`src/rtl/e3oh_pkg.sv`:
```
package e3oh_pkg;
  localparam int REG_AW   = 2;
  localparam int REG_DW   = 8;
  localparam int FAW_LEN  = 10;
  localparam logic [FAW_LEN-1:0] FAW_WORD = 10'b1111010000;
  localparam int A_POS    = 10;
  localparam int N_POS    = 11;
  localparam int PAR_POS  = 12;
  localparam int LANES    = 4;
  localparam int EM_POS   = 16;
  localparam int EM_LEN   = 8;
  localparam int OH_END   = EM_POS + EM_LEN;

  localparam logic [REG_AW-1:0] ADDR_CFG  = 2'd0;
  localparam logic [REG_AW-1:0] ADDR_SVC  = 2'd1;
  localparam logic [REG_AW-1:0] ADDR_MASK = 2'd2;

  typedef enum logic [1:0] {
    SRC_SVC = 2'b00,
    SRC_OH  = 2'b01,
    SRC_PAY = 2'b10,
    SRC_FEB = 2'b11
  } src_sel_e;

  typedef struct packed {
    logic     par_en;
    src_sel_e a_sel;
    src_sel_e n_sel;
    logic     ais;
    logic     los;
    logic     faw_ext;
  } cfg_t;
endpackage

```
`src/rtl/e3oh_regs.sv`:
```
module e3oh_regs
  import e3oh_pkg::*;
(
  input  logic              clk_i,
  input  logic              rst_ni,
  input  logic              sof_i,
  input  logic              we_i,
  input  logic [REG_AW-1:0] addr_i,
  input  logic [REG_DW-1:0] wdata_i,
  output logic [REG_DW-1:0] rdata_o,
  output cfg_t              cfg_o,
  output logic [1:0]        svc_o,
  output logic [EM_LEN-1:0] mask_o
);
  cfg_t              cfg_s, cfg_a;
  logic [1:0]        svc_s, svc_a;
  logic [EM_LEN-1:0] mask_s, mask_a;

  always_ff @(posedge clk_i or negedge rst_ni) begin
    if (!rst_ni) begin
      cfg_s  <= '0;
      svc_s  <= '0;
      mask_s <= '0;
    end else if (we_i) begin
      unique case (addr_i)
        ADDR_CFG:  cfg_s  <= cfg_t'(wdata_i);
        ADDR_SVC:  svc_s  <= wdata_i[1:0];
        ADDR_MASK: mask_s <= wdata_i[EM_LEN-1:0];
        default: ;
      endcase
    end
  end

  // active bank swaps only on frame start
  always_ff @(posedge clk_i or negedge rst_ni) begin
    if (!rst_ni) begin
      cfg_a  <= '0;
      svc_a  <= '0;
      mask_a <= '0;
    end else if (sof_i) begin
      cfg_a  <= cfg_s;
      svc_a  <= svc_s;
      mask_a <= mask_s;
    end
  end

  // bit 0 of a frame already uses the newly taken-over bank
  assign cfg_o  = sof_i ? cfg_s  : cfg_a;
  assign svc_o  = sof_i ? svc_s  : svc_a;
  assign mask_o = sof_i ? mask_s : mask_a;

  always_comb begin
    unique case (addr_i)
      ADDR_CFG:  rdata_o = REG_DW'(cfg_s);
      ADDR_SVC:  rdata_o = {6'b0, svc_s};
      ADDR_MASK: rdata_o = mask_s;
      default:   rdata_o = '0;
    endcase
  end
endmodule

```
`src/rtl/e3oh_timing.sv`:
```
module e3oh_timing #(
  parameter int FRAME_BITS = 1536,
  localparam int CW = $clog2(FRAME_BITS)
) (
  input  logic          clk_i,
  input  logic          rst_ni,
  input  logic          sof_i,
  input  logic          err_i,
  output logic [CW-1:0] pos_o,
  output logic          seen_o,
  output logic          feb_o
);
  logic [CW-1:0] cnt_q;
  logic          err_acc_q;

  assign pos_o = sof_i ? '0 :
                 (cnt_q == CW'(FRAME_BITS-1)) ? '0 : cnt_q + 1'b1;

  always_ff @(posedge clk_i or negedge rst_ni) begin
    if (!rst_ni) begin
      cnt_q     <= '0;
      seen_o    <= 1'b0;
      err_acc_q <= 1'b0;
      feb_o     <= 1'b0;
    end else begin
      cnt_q <= pos_o;
      if (sof_i) begin
        seen_o    <= 1'b1;
        feb_o     <= err_acc_q | err_i;
        err_acc_q <= 1'b0;
      end else begin
        err_acc_q <= err_acc_q | err_i;
      end
    end
  end
endmodule

```
`src/rtl/e3oh_parity.sv`:
```
module e3oh_parity
  import e3oh_pkg::*;
#(
  localparam int LW = $clog2(LANES)
) (
  input  logic             clk_i,
  input  logic             rst_ni,
  input  logic             sof_i,
  input  logic             seen_i,
  input  logic [LW-1:0]    lane_i,
  input  logic             bit_i,
  output logic [LANES-1:0] par_o
);
  logic [LANES-1:0] acc_q, acc_n;

  always_comb begin
    acc_n         = sof_i ? '0 : acc_q;
    acc_n[lane_i] = acc_n[lane_i] ^ bit_i;
  end

  always_ff @(posedge clk_i or negedge rst_ni) begin
    if (!rst_ni) begin
      acc_q <= '0;
      par_o <= '0;
    end else begin
      acc_q <= acc_n;
      // bits seen before the first frame start are discarded
      if (sof_i) par_o <= seen_i ? acc_q : '0;
    end
  end
endmodule

```
`src/rtl/e3oh_insert.sv`:
```
// FRAME_BITS must be at least 24 so the overhead fits.
module e3oh_insert
  import e3oh_pkg::*;
#(
  parameter int FRAME_BITS = 1536
) (
  input  logic              clk_i,
  input  logic              rst_ni,
  input  logic              sof_i,
  input  logic              pay_i,
  input  logic              oh_i,
  input  logic              rx_par_err_i,
  input  logic              reg_we_i,
  input  logic [REG_AW-1:0] reg_addr_i,
  input  logic [REG_DW-1:0] reg_wdata_i,
  output logic [REG_DW-1:0] reg_rdata_o,
  output logic              ser_o,
  output logic              sof_o
);
  localparam int CW = $clog2(FRAME_BITS);
  localparam int LW = $clog2(LANES);

  cfg_t              act_cfg;
  logic [1:0]        act_svc;
  logic [EM_LEN-1:0] act_mask;
  logic [CW-1:0]     pos_c;
  logic              seen_q, feb_q;
  logic [LANES-1:0]  par_q;
  logic              raw_bit, out_bit, in_faw;

  e3oh_regs u_regs (
    .clk_i, .rst_ni, .sof_i,
    .we_i    (reg_we_i),
    .addr_i  (reg_addr_i),
    .wdata_i (reg_wdata_i),
    .rdata_o (reg_rdata_o),
    .cfg_o   (act_cfg),
    .svc_o   (act_svc),
    .mask_o  (act_mask)
  );

  e3oh_timing #(.FRAME_BITS(FRAME_BITS)) u_timing (
    .clk_i, .rst_ni, .sof_i,
    .err_i  (rx_par_err_i),
    .pos_o  (pos_c),
    .seen_o (seen_q),
    .feb_o  (feb_q)
  );

  e3oh_parity u_parity (
    .clk_i, .rst_ni, .sof_i,
    .seen_i (seen_q),
    .lane_i (pos_c[LW-1:0]),
    .bit_i  (raw_bit),
    .par_o  (par_q)
  );

  function automatic logic pick(src_sel_e s, logic svc, logic oh, logic pay, logic feb);
    unique case (s)
      SRC_SVC: return svc;
      SRC_OH:  return oh;
      SRC_PAY: return pay;
      default: return feb;
    endcase
  endfunction

  always_comb begin
    int p;
    logic [3:0]    faw_idx;
    logic [LW-1:0] par_idx;
    logic [2:0]    em_idx;
    p       = int'(pos_c);
    faw_idx = 4'(FAW_LEN - 1 - p);
    par_idx = LW'(p - PAR_POS);
    em_idx  = 3'(EM_LEN - 1 - (p - EM_POS));
    in_faw  = p < FAW_LEN;
    if (in_faw)
      raw_bit = act_cfg.faw_ext ? pay_i : FAW_WORD[faw_idx];
    else if (p == A_POS)
      raw_bit = pick(act_cfg.a_sel, act_svc[1], oh_i, pay_i, feb_q);
    else if (p == N_POS)
      raw_bit = pick((act_cfg.n_sel == SRC_FEB) ? SRC_SVC : act_cfg.n_sel,
                     act_svc[0], oh_i, pay_i, 1'b0);
    else if (p < PAR_POS + LANES)
      raw_bit = act_cfg.par_en ? par_q[par_idx] : pay_i;
    else if (p < OH_END)
      raw_bit = pay_i ^ act_mask[em_idx];
    else
      raw_bit = pay_i;

    if (act_cfg.los)                out_bit = 1'b0;
    else if (act_cfg.ais && !in_faw) out_bit = 1'b1;
    else                             out_bit = raw_bit;
  end

  always_ff @(posedge clk_i or negedge rst_ni) begin
    if (!rst_ni) begin
      ser_o <= 1'b0;
      sof_o <= 1'b0;
    end else begin
      ser_o <= out_bit;
      sof_o <= sof_i;
    end
  end
endmodule

```
`config.mk`:
```
export PLATFORM = sky130hd
export DESIGN_NAME = e3oh_insert
export DESIGN_NICKNAME = d
export VERILOG_FILES = /design/src/rtl/e3oh_pkg.sv /design/src/rtl/e3oh_regs.sv /design/src/rtl/e3oh_timing.sv /design/src/rtl/e3oh_parity.sv /design/src/rtl/e3oh_insert.sv
export SDC_FILE = /design/constraint.sdc
export NUM_CORES = 1
export LEC_CHECK = 0
export ABC_CLOCK_PERIOD_IN_PS = 3850
export BUFFER_PORTS_ARGS = -buffer_cell sky130_fd_sc_hd__buf_2
export CAP_MARGIN = 20
export CELL_PAD_IN_SITES_DETAIL_PLACEMENT = 2
export CELL_PAD_IN_SITES_GLOBAL_PLACEMENT = 2
export CORE_UTILIZATION = 39
export DETAILED_ROUTE_END_ITERATION = 8
export GPL_ROUTABILITY_DRIVEN = 0
export HOLD_SLACK_MARGIN = 0.1
export PLACE_DENSITY = 0.78
export SLEW_MARGIN = 20
export SYNTH_ARGS = -nofsm -noshare
export SYNTH_HDL_FRONTEND = slang
export SYNTH_SLANG_ARGS = --single-unit
```
`constraint.sdc`:
```
create_clock -name clk_i -period 3.85 [get_ports clk_i]
set_clock_uncertainty 0.1 [all_clocks]
set_input_delay 0.77 -clock clk_i [delete_from_list [all_inputs] [get_ports clk_i]]
set_output_delay 0.77 -clock clk_i [all_outputs]
set_load 0.01 [all_outputs]
```
==> impl_metrics.csv <==
group,metric,value,unit
global_route,grt.total_usage,24.0,%
worst_setup_path,crit_required,3990,ps
place,portBuffers,26,
clock_tree,holdBufCountCts,0,
logic_synthesis,yosysSeqAreaShare,44.7,%
clock_tree,htree_levels,3,
global_route,first_global_vias,2895,
clock_tree,cts_tree,"built",
floorplanning,rows,33,
floorplanning,start_util,40.7,%
place,hpwl,6780,µm
routing,drtPass1Iterations,4,
floorplanning,die_y,94.8,µm
clock_tree,cts_post_setup_buffers_inserted,0,
floorplanning,ios,27,
power_and_ir_drop,ir_drop,0.231,mV
logic_synthesis,synth.most_common_cell,"dfrtp_1",
worst_setup_path,cp-end-kind,"register",
worst_setup_path,ff2ff_setup_slack,490,ps
clock_tree,clk_pin_slew,70,ps
sta,fin_tns_setup,0,ps
global_route,grt_max_degree,61,
worst_setup_path,timing.rr.end,"u_parity.acc_q[3]",
min_path,min_path_type,"register to register",
sta,worstMarginPinSlew,775,ps
sta,fmax,0.298,GHz
run_status,outcome,"completed",
logic_synthesis,synth_commonest_cells,"dfrtp_1, mux2_2, nor2_1, mux2i_1, inv_1",
floorplanning,die_area,8990,µm²
routing,drtIter0Drc,100,
routing,wl_per_cell,21.2,µm
clock_tree,cts.path.max_buffers,2,
routing,drc,0,
logic_synthesis,ys_warn_count,0,
power_and_ir_drop,powerDensity,489,nW/µm²
logic_synthesis,avgSynthCellArea,10.6,µm²
routing,routed_wl,9660,µm
worst_setup_path,path_max_fanout,10,
floorplanning,dieWidth,94.8,µm
final_layout,fin_nets,368,
clock_tree,ctsRootBufferMaster,"clkbuf_8",
worst_setup_path,timing.rr.start,"u_timing.cnt_q[1]",
logic_synthesis,synthArstFlopShare,100,%
routing,antenna_left,0,
sta,rsz0062_at_grt,"false",
sta,setup_viol,0,
logic_synthesis,synth_edf_count,0,
final_layout,final_core_util,46.4,%
clock_tree,post_cts_resized,0,
global_route,grt_pass1_wl,15700,µm
worst_setup_path,startpoint_type,"register",
logic_synthesis,synthDistinctLibCells,65,
worst_setup_path,endpoint,"u_parity.acc_q[3]",
global_route,antenna_found_initial,0,
final_layout,final_layout_size_suffix_gt1_share,27.7,%
clock_tree,cts_made_buffers,9,
worst_setup_path,startpoint,"u_timing.cnt_q[1]",
routing,vias_per_cell,5.70,
logic_synthesis,yosys.area.top_type,"dfrtp_1",
sta,final-max-slew-violation-count,0,
sta,max_slew_margin,48.3,%
sta,post-route-min-period,3360,ps
logic_synthesis,synth_ff_type,"dfrtp_1",
worst_setup_path,cp_data_arrival_time,3500,ps
logic_synthesis,synth-seq-cells,60,
logic_synthesis,syn_inst,317,
final_layout,area_delta_synth_final,14.1,%
logic_synthesis,synth_top_area_share,44.7,%
worst_setup_path,worstSetupPathType,"register to register",
logic_synthesis,yosys-top-cells-area,"dfrtp_1, mux2_2, mux2i_1, nor2_1, nand3_1",
floorplanning,coreArea,8260,µm²
routing,vias,2594,
logic_synthesis,syn-num-nets,339,
power_and_ir_drop,p_leak,0.00169,µW
sta,hold_violations,0,
sta,fin_crit_sh,87.2,%
flow_run,max-cap-violations,0,
final_layout,diodes,0,
sta,hold_ws,399,ps
worst_setup_path,rr_worst_depth,12,
clock_tree,cts_sinks,60,
logic_synthesis,netlist_area,3360,µm²
final_layout,fillers,898,
global_route,overflow,0,
clock_tree,clk-insertion-delay-late,350,ps
[layout by cell type (no fill, tap or decap), types with 2 or more instances in the layout]
cell type,instances
a211oi_1,4
a21o_1,3
a21oi_1,9
a22o_1,2
buf_2,26
buf_4,7
bufinv_16,2
clkbuf_8,12
dfrtp_1,60
ha_1,5
inv_1,17
mux2_2,33
mux2i_1,20
nand2_1,15
nand2b_1,2
nand3_1,15
nand3b_1,2
nor2_1,29
nor2b_1,7
nor3_1,4
nor3b_1,2
o21ai_0,15
o31a_1,3
o31ai_2,2
or3_1,5
or4_1,4
xnor2_1,4
xor2_1,4
[routing by layer]
layer	share of wire [%]	wire length (µm)	track usage [%]	vias up
met2	50	4800	40.4	35
li1	-	-	-	1198
met5	0	0	0	-
met3	2.3	221	4.43	14
met1	46	4470	30.4	1347
met4	1.8	170	9.09	0
[worst max-delay path: stages (launching register included)]
cell and delay [ps]:
dfrtp_1 500, ha_1 360, nand2_2 220, o41ai_2 390
nor2_1 120, inv_1 70, ha_1 220, nand3_1 70
a21oi_1 80, a211oi_1 460, or4_1 210, nand4_2 170
o31ai_2 290
[registers in the layout, indices dropped and copies added (netlist names), 2 cells and up]
name	flops
u_parity.acc_q	4
u_regs.svc_a	2
u_regs.mask_a	8
u_parity.par_o	4
u_timing.cnt_q	11
u_regs.cfg_a	8
u_regs.cfg_s	8
u_regs.mask_s	8
u_regs.svc_s	2
[per-stage QoR]
stage / total power, µW / area, µm² / setup slack [ps] / instances
final: 1870 / 3830 / 493 / 455
after global routing: 1970 / 3830 / 225 / 455
after CTS: 1900 / 3830 / 506 / 455
after detailed placement: 1220 / 3600 / 235 / 440
after global placement: 1190 / 3600 / 471 / 440
after floorplan: 1070 / 3360 / 58.0 / 317
[how the worst min path moves through the flow]
| stage | from | to | cells past startpoint |
|---|---|---|---|
| after floorplan | u_timing.err_acc_q | u_timing.err_acc_q | 2 |
| after global placement | u_regs.mask_a[5] | u_regs.mask_a[5] | 1 |
| after detailed placement | u_regs.mask_a[5] | u_regs.mask_a[5] | 1 |
| after CTS | u_regs.mask_a[5] | u_regs.mask_a[5] | 1 |
| after global routing | u_timing.err_acc_q | u_timing.err_acc_q | 2 |
| final | u_regs.mask_a[5] | u_regs.mask_a[5] | 1 |
[cell type report]
cell class	instances	area (µm²)	share of cell area, %
flip-flops and latches	60	1500	39.2
clock inverters	3	68.8	1.80
well taps	105	131	3.43
inverters	17	63.8	1.66
multi-input cells	225	1720	44.9
repair buffers	33	183	4.77
clock buffers	12	165	4.31
[where the power goes]
part / total (µW) / switching [µW] / internal, µW
Combinational: 397 / 218 / 179
Clock: 662 / 247 / 415
Sequential: 815 / 79.2 / 736
Total: 1870 / 545 / 1330
[kinds of logic (layout without fill, tap and decap cells)]
kind of cell,count (synthesis),after routing,synth area share (%)
muxes,54,54,17.3
adders and majority gates,5,5,1.86
AOI/OAI and AO/OA,61,61,13.7
xor gates and xnor gates,8,8,2.08
buffers and inverters,32,65,4.13
DFF,60,60,44.7
and+or+nand+nor,97,97,16.2
Note: power is estimated with default switching activity, not from simulation.
